### src/rtl/spdma_pkg.sv
package spdma_pkg;

  typedef enum logic [1:0] {
    S_IDLE = 2'd0,
    S_TX   = 2'd1,
    S_RX   = 2'd2,
    S_FIN  = 2'd3
  } spdma_state_e;

  function automatic logic [31:0] spdma_fill(input logic [7:0] c);
    return {c, c, c, c};
  endfunction

endpackage

### src/rtl/spdma_rx_fifo.sv
module spdma_rx_fifo #(
  parameter int DEPTH = 16
) (
  input  logic       clk,
  input  logic       rst_ni,
  input  logic       push,
  input  logic [7:0] push_char,
  input  logic       pop,
  output logic       empty,
  output logic [7:0] head
);
  localparam int PW = (DEPTH > 1) ? $clog2(DEPTH) : 1;
  localparam int CW = PW + 1;
  localparam logic [PW-1:0] LAST = PW'(DEPTH - 1);
  localparam logic [CW-1:0] FULL = CW'(DEPTH);

  logic [7:0]    store [DEPTH];
  logic [PW-1:0] wr_q, wr_d, rd_q, rd_d;
  logic [CW-1:0] cnt_q, cnt_d;
  logic          do_push, do_pop;

  assign do_push = push && (cnt_q != FULL);
  assign do_pop  = pop && (cnt_q != '0);
  assign empty   = (cnt_q == '0);
  assign head    = store[rd_q];

  always_comb begin
    wr_d  = wr_q;
    rd_d  = rd_q;
    cnt_d = cnt_q;
    if (do_push) wr_d = (wr_q == LAST) ? '0 : wr_q + 1'b1;
    if (do_pop)  rd_d = (rd_q == LAST) ? '0 : rd_q + 1'b1;
    case ({do_push, do_pop})
      2'b10:   cnt_d = cnt_q + 1'b1;
      2'b01:   cnt_d = cnt_q - 1'b1;
      default: cnt_d = cnt_q;
    endcase
  end

  always_ff @(posedge clk or negedge rst_ni) begin
    if (!rst_ni) begin
      wr_q  <= '0;
      rd_q  <= '0;
      cnt_q <= '0;
    end else begin
      wr_q  <= wr_d;
      rd_q  <= rd_d;
      cnt_q <= cnt_d;
    end
  end

  always_ff @(posedge clk) begin
    if (do_push) store[wr_q] <= push_char;
  end

endmodule

### src/rtl/spdma_addr_step.sv
module spdma_addr_step #(
  parameter int ADDR_W       = 32,
  parameter int TX_PAGE_BITS = 12,
  parameter int RX_PAGE_BITS = 11
) (
  input  logic [ADDR_W-1:0] addr,
  input  logic              is_rx,
  output logic [ADDR_W-1:0] next_addr,
  output logic              at_edge
);
  localparam logic [ADDR_W-1:0] WORD = ADDR_W'(4);

  logic tx_edge, rx_edge;

  assign next_addr = addr + WORD;
  assign tx_edge   = (next_addr[TX_PAGE_BITS-1:2] == '0);
  assign rx_edge   = (next_addr[RX_PAGE_BITS-1:2] == '0);
  assign at_edge   = is_rx ? rx_edge : tx_edge;

endmodule

### src/rtl/spdma_ctrl.sv
module spdma_ctrl
  import spdma_pkg::*;
#(
  parameter int ADDR_W  = 32,
  parameter int WORDS_W = 11
) (
  input  logic               clk,
  input  logic               rst_ni,
  input  logic               start,
  input  logic               dir_rx,
  input  logic [ADDR_W-1:0]  start_addr,
  input  logic               fifo_empty,
  input  logic               mem_ready,
  input  logic [7:0]         rd_lane,
  input  logic [ADDR_W-1:0]  step_next,
  input  logic               step_edge,
  output logic [ADDR_W-1:0]  addr,
  output logic               is_rx,
  output logic               busy,
  output logic               done,
  output logic               mem_req,
  output logic               mem_we,
  output logic               fifo_pop,
  output logic               tx_valid,
  output logic [7:0]         tx_char,
  output logic [WORDS_W-1:0] words
);
  spdma_state_e        state_q, state_d;
  logic [ADDR_W-1:0]   addr_q, addr_d;
  logic [WORDS_W-1:0]  words_q, words_d;
  logic                rx_q, rx_d;
  logic                txv_q, txv_d;
  logic [7:0]          txc_q, txc_d;
  logic                txc_en;
  logic                word_done;

  assign word_done = mem_req && mem_ready;

  always_comb begin
    state_d  = state_q;
    addr_d   = addr_q;
    words_d  = words_q;
    rx_d     = rx_q;
    txv_d    = 1'b0;
    txc_d    = txc_q;
    txc_en   = 1'b0;
    fifo_pop = 1'b0;
    case (state_q)
      S_IDLE: begin
        if (start) begin
          addr_d  = {start_addr[ADDR_W-1:2], 2'b00};
          words_d = '0;
          rx_d    = dir_rx;
          state_d = dir_rx ? S_RX : S_TX;
        end
      end
      S_TX: begin
        if (word_done) begin
          txv_d   = 1'b1;
          txc_d   = rd_lane;
          txc_en  = 1'b1;
          addr_d  = step_next;
          words_d = words_q + 1'b1;
          if (step_edge) state_d = S_FIN;
        end
      end
      S_RX: begin
        if (fifo_empty) begin
          state_d = S_FIN;
        end else if (word_done) begin
          fifo_pop = 1'b1;
          addr_d   = step_next;
          words_d  = words_q + 1'b1;
          if (step_edge) state_d = S_FIN;
        end
      end
      default: state_d = S_IDLE;
    endcase
  end

  always_ff @(posedge clk or negedge rst_ni) begin
    if (!rst_ni) begin
      state_q <= S_IDLE;
      addr_q  <= '0;
      words_q <= '0;
      rx_q    <= 1'b0;
      txv_q   <= 1'b0;
    end else begin
      state_q <= state_d;
      addr_q  <= addr_d;
      words_q <= words_d;
      rx_q    <= rx_d;
      txv_q   <= txv_d;
    end
  end

  always_ff @(posedge clk or negedge rst_ni) begin
    if (!rst_ni) begin
      txc_q <= '0;
    end else if (txc_en) begin
      txc_q <= txc_d;
    end
  end

  assign addr     = addr_q;
  assign is_rx    = rx_q;
  assign busy     = (state_q != S_IDLE);
  assign done     = (state_q == S_FIN);
  assign mem_req  = (state_q == S_TX) || ((state_q == S_RX) && !fifo_empty);
  assign mem_we   = (state_q == S_RX);
  assign tx_valid = txv_q;
  assign tx_char  = txc_q;
  assign words    = words_q;

endmodule

### src/rtl/serial_page_dma.sv
module serial_page_dma
  import spdma_pkg::*;
#(
  parameter int ADDR_W       = 32,
  parameter int TX_PAGE_BITS = 12,
  parameter int RX_PAGE_BITS = 11,
  parameter int FIFO_DEPTH   = 16,
  parameter int TX_LANE      = 1
) (
  input  logic                    clk,
  input  logic                    rst_n,
  input  logic                    start,
  input  logic                    dir_rx,
  input  logic [ADDR_W-1:0]       start_addr,
  input  logic                    loopback_en,
  output logic                    busy,
  output logic                    done,
  output logic [TX_PAGE_BITS:0]   byte_count,
  output logic                    mem_req,
  output logic                    mem_we,
  output logic [ADDR_W-1:0]       mem_addr,
  output logic [31:0]             mem_wdata,
  input  logic [31:0]             mem_rdata,
  input  logic                    mem_ready,
  output logic                    tx_valid,
  output logic [7:0]              tx_char,
  input  logic                    rx_in_valid,
  input  logic [7:0]              rx_in_char
);
  localparam int WORDS_W = TX_PAGE_BITS - 1;

  logic [1:0]         rst_sync_q;
  logic               rst_ni;
  logic               fifo_empty, fifo_pop, fifo_push;
  logic [7:0]         fifo_head, fifo_char;
  logic [ADDR_W-1:0]  addr, step_next;
  logic               step_edge, is_rx;
  logic [WORDS_W-1:0] words;

  always_ff @(posedge clk or negedge rst_n) begin
    if (!rst_n) rst_sync_q <= 2'b00;
    else        rst_sync_q <= {rst_sync_q[0], 1'b1};
  end
  assign rst_ni = rst_sync_q[1];

  // Loopback copy takes the FIFO write slot over a line character.
  assign fifo_push = (tx_valid && loopback_en) || rx_in_valid;
  assign fifo_char = (tx_valid && loopback_en) ? tx_char : rx_in_char;

  spdma_rx_fifo #(.DEPTH(FIFO_DEPTH)) u_fifo (
    .clk       (clk),
    .rst_ni    (rst_ni),
    .push      (fifo_push),
    .push_char (fifo_char),
    .pop       (fifo_pop),
    .empty     (fifo_empty),
    .head      (fifo_head)
  );

  spdma_addr_step #(
    .ADDR_W       (ADDR_W),
    .TX_PAGE_BITS (TX_PAGE_BITS),
    .RX_PAGE_BITS (RX_PAGE_BITS)
  ) u_step (
    .addr      (addr),
    .is_rx     (is_rx),
    .next_addr (step_next),
    .at_edge   (step_edge)
  );

  spdma_ctrl #(.ADDR_W(ADDR_W), .WORDS_W(WORDS_W)) u_ctrl (
    .clk        (clk),
    .rst_ni     (rst_ni),
    .start      (start),
    .dir_rx     (dir_rx),
    .start_addr (start_addr),
    .fifo_empty (fifo_empty),
    .mem_ready  (mem_ready),
    .rd_lane    (mem_rdata[TX_LANE*8 +: 8]),
    .step_next  (step_next),
    .step_edge  (step_edge),
    .addr       (addr),
    .is_rx      (is_rx),
    .busy       (busy),
    .done       (done),
    .mem_req    (mem_req),
    .mem_we     (mem_we),
    .fifo_pop   (fifo_pop),
    .tx_valid   (tx_valid),
    .tx_char    (tx_char),
    .words      (words)
  );

  assign mem_addr   = addr;
  assign mem_wdata  = spdma_fill(fifo_head);
  assign byte_count = {words, 2'b00};

endmodule

### config.mk
export PLATFORM = sky130hd
export DESIGN_NAME = serial_page_dma
export DESIGN_NICKNAME = d
export VERILOG_FILES = /design/src/rtl/spdma_pkg.sv /design/src/rtl/spdma_rx_fifo.sv /design/src/rtl/spdma_addr_step.sv /design/src/rtl/spdma_ctrl.sv /design/src/rtl/serial_page_dma.sv
export SDC_FILE = /design/constraint.sdc
export NUM_CORES = 1
export LEC_CHECK = 0
export BUFFER_PORTS_ARGS = -buffer_cell sky130_fd_sc_hd__buf_4
export CELL_PAD_IN_SITES_DETAIL_PLACEMENT = 0
export CELL_PAD_IN_SITES_GLOBAL_PLACEMENT = 1
export CORE_MARGIN = 5
export CORE_UTILIZATION = 50
export CTS_BUF_LIST = sky130_fd_sc_hd__clkbuf_4 sky130_fd_sc_hd__clkbuf_8
export CTS_CLUSTER_DIAMETER = 100
export DETAILED_ROUTE_END_ITERATION = 8
export PLACE_DENSITY = 0.95
export RECOVER_POWER = 25
export SETUP_SLACK_MARGIN = 0.15
export SYNTH_ARGS = -nofsm -noshare
export SYNTH_HDL_FRONTEND = slang
export SYNTH_SLANG_ARGS = --single-unit
### constraint.sdc
create_clock -name clk -period 4.6 [get_ports clk]
set_clock_uncertainty 0.15 [all_clocks]
set_input_delay 0.46 -clock clk [delete_from_list [all_inputs] [get_ports clk]]
set_output_delay 0.46 -clock clk [all_outputs]
set_load 0.02 [all_outputs]
==> metrics.md <==
| Metric | Value |
|---|---|
| Outcome | `finished, final reports clean` |
| Share of the synthesized area in the top cell type | `0.4079` |
| Drt wl/cell | `20.21 um` |
| Cell Area, Placed | `10450 um^2` |
| PortBufs | `~140` |
| Sequential-to-total area share from yosys stat | `0.5884` |
| Complex-gate fraction of the synthesized area | `0.1006` |
| Adder-Cell Fraction of Synth Area | `0.02337` |
| Initial core utilization | `0.5055` |
| Die height | `roughly 150 um` |
| Commonest non-fill, non-tap cell in the layout | `edfxtp_1` |
| Max capacitance violation total | `0` |
| Synth Area in Simple Gates | `0.1186` |
| Mux contribution to synthesized area | `0.1013` |
| Initial DRC Count | `559` |
| Core area | `18640 um^2` |
| Number of flops mapped to enable cells by yosys | `128` |
| Fin crit share | `0.7707` |
| Worst-path clk slew | `0.10 ns` |
| Non-Filler Instances | `1092` |
| GPL Wtd Cong | `between 0.8 and 0.9` |
| Most frequent cells in the layout | `edfxtp_1, buf_4, dfrtp_1, nand2_1, clkbuf_1` |
| Hpwl dp | `15480 um` |
| Sw Ratio | `0.4348` |
| Combinational share of power | `0.454` |
| Die X | `147.3 um` |
| Total Routing Usage GR | `0.2066` |
| FMAX | `282.1 MHz` |
| Count of different cell masters after synthesis | `65` |
| Placed Cells | `1061` |
| Setup TNS | `0 ns` |
| Max-slew violations | `0` |
| Pleak | `3.950 nW` |
| Minimum clock period | `3.545 ns` |
| Post-synthesis xor/xnor area fraction | `0.01859` |
| Yosys top cell by area | `edfxtp_1` |
| I/O pins | `169` |
| Slew headroom | `0.3558` |
| Largest family of logic cells by synthesized area | `simple AND/OR/NAND/NOR gates` |
| Number of synthesized register bits | `196` |
| Sequential share of power | `0.397` |
| Fraction of layout cells with a size suffix above 1 | `0.2203` |
| Pwr Total | `6.904 mW` |
| Syn Std Cell Area | `about 9400 um^2` |
| CP startpoint kind | `flop` |
| DRC | `0` |
| CTS tree | `built` |
| Share of power burned in the clock network | `0.149` |
| WP data arrival | `2.94 ns` |
| Area growth syn-to-layout | `12.88%` |
| Post-Route WL | `22070 um` |
| Post-CTS Setup Bufs | `0` |
| CTS max path bufs | `2` |
| Setup CP Type | `reg2out` |
| Unrepaired setup endpoints after global routing | `false` |
| Synth Warn # | `0` |
| Most used DFF post-synth | `edfxtp_1` |
| Largest net degree at the start of global routing | `47` |
| Worst-Margin Slew | `0.9663 ns` |
| Latest clock arrival within the worst-skew pair | `about 0.46 ns` |
| Via density | `roughly 6.0` |
| CTS H-Tree Depth | `4` |
| Power Density | `649.0 nW/um^2` |
| Antenna violations before repair | `0` |
| Power Internal | `3.902 mW` |
| Vias in the first global route | `6492` |
| Main area contributors after synthesis | `edfxtp_1, dfrtp_1, mux4_2, mux2_2, mux2i_1` |
| Worst-path maximum fanout | `35` |
| Clock sinks | `196` |
| GRT overflow | `0` |
| First-pass GRT wire length | `around 35000 um` |
| CP Capture Type | `primary output` |
| Sw Pwr | `around 3 mW` |
| Drt first pass iters | `6` |
| Syn Area/Cell | `12.77 um^2` |
| Post-synthesis async set-or-reset flop share | `0.3469` |
| Syn Inst Count | `between 700 and 800` |
| Worst hold-check path type | `in2reg` |
| Final Setup Violations | `0` |
| Antenna cell count | `0` |
| Total number of vias | `6549` |
| Clock Tree Root | `clkbuf_8` |
| Total die area | `about 22000 um^2` |
| Critical Path RT | `3.99 ns` |
| Final Cell Area | `10640 um^2` |
| Final hold violation count | `0` |
| Peak VDD IR | `327.0 uV` |
| Placement Rows | `50` |
| Fin nets | `around 940` |
| Inserted Clock Buffers | `17` |
| Final ANT Viol Nets | `0` |
==> sequential cells by signal, summed over array words and instances (netlist names) <==
register,count
u_fifo.store,128
u_ctrl.addr,30
u_ctrl.words,11
u_ctrl.tx_char,8
u_fifo.cnt_q,5
u_fifo.rd_q,4
u_fifo.wr_q,4
rst_sync_q,2
u_ctrl.state_q,2
u_ctrl.is_rx,1
u_ctrl.tx_valid,1
==> worst max-delay path, stage by stage, from the launching register on <==
cell,delay (ns)
dfrtp_2,1.02
buf_4,0.40
mux2i_1,0.11
a221oi_1,0.41
o21ai_0,0.14
nand2_1,0.21
buf_4,0.18
==> area by class of cell <==
| cell class | instances | area [um^2] |
|---|---|---|
| clock inverters | 12 | 110.1 |
| multi-input cells | 466 | 3420 |
| clock buffers | 18 | 241.5 |
| fillers | 1520 | 8005 |
| well taps | 234 | 292.8 |
| repair buffers | 149 | 963.4 |
| inverters | 17 | 63.81 |
| flip-flops and latches | 196 | 5547 |
==> synthesized netlist by cell type (all sizes together), types with 19 or more instances <==
| cell type | n |
|---|---|
| dfrtp | 68 |
| mux2i | 29 |
| nor3 | 20 |
| mux2 | 27 |
| a21oi | 33 |
| nand2 | 45 |
| and2 | 19 |
| o21ai | 41 |
| buf | 48 |
| edfxtp | 128 |
| nand3 | 25 |
| nor2 | 37 |
==> path summary, 6_finish.rpt <==
kind,cells after the start,from,slack [ns],endpoint
setup / recovery,6,u_fifo.rd_q[0]$_DFFE_PN0P_,1.05,mem_wdata[25]
hold / removal,2,mem_rdata[10],0.07,u_ctrl.tx_char[2]$_DFFE_PN0P_
setup reg to reg,11,u_fifo.cnt_q[0]$_DFFE_PN0P_,1.08,u_fifo.cnt_q[4]$_DFFE_PN0P_
hold reg to reg,0,rst_sync_q[1]$_DFF_PN0_,0.22,u_ctrl.tx_char[2]$_DFFE_PN0P_
max in group asynchronous,1,rst_sync_q[1]$_DFF_PN0_,2.90,u_fifo.rd_q[0]$_DFFE_PN0P_
min in group asynchronous,2,rst_n,0.16,rst_sync_q[1]$_DFF_PN0_
==> cell families after synthesis <==
family / Yosys count
other cells: 2
simple gates: 206
fa+ha+maj: 17
xor+xnor: 20
buf+inv: 79
compound gates: 146
flops: 196
mux: 72
==> repair_timing <==
item,CTS,global route
resized for setup,0,0
hold buffers,1,0
endpoints found under the hold margin,2,0
==> through the flow <==
stage	utilization	setup slack, ns	hold slack (ns)
after global routing	0.5706	0.7146	0.05194
after global placement	0.5605	1.386	0.09085
final	0.5706	1.055	0.06815
after CTS	0.5799	0.9701	0.04334
after floorplan	-	1.651	0.01441
after detailed placement	0.5605	1.375	0.09126
==> metal layers <==
layer  wire [um]  track usage  up-vias
li1            -            -     3002
met3        1912      0.06169       31
met5           0            0        -
met2       10780       0.3334      310
met1        9021       0.2711     3206
met4         349      0.06524        0
==> power groups by stage <==
| stage | Clock (mW) | Sequential (mW) | Combinational (mW) |
|---|---|---|---|
| floorplan | 0 | 2.81 | 2.23 |
| global placement | 0 | 2.77 | 3.19 |
| detailed placement | 0 | 2.78 | 3.26 |
| CTS | 1.04 | 2.75 | 3.27 |
| global route | 1.13 | 2.80 | 3.39 |
| finish | 1.03 | 2.74 | 3.14 |
No activity file was read; power rests on OpenSTA's default activity.
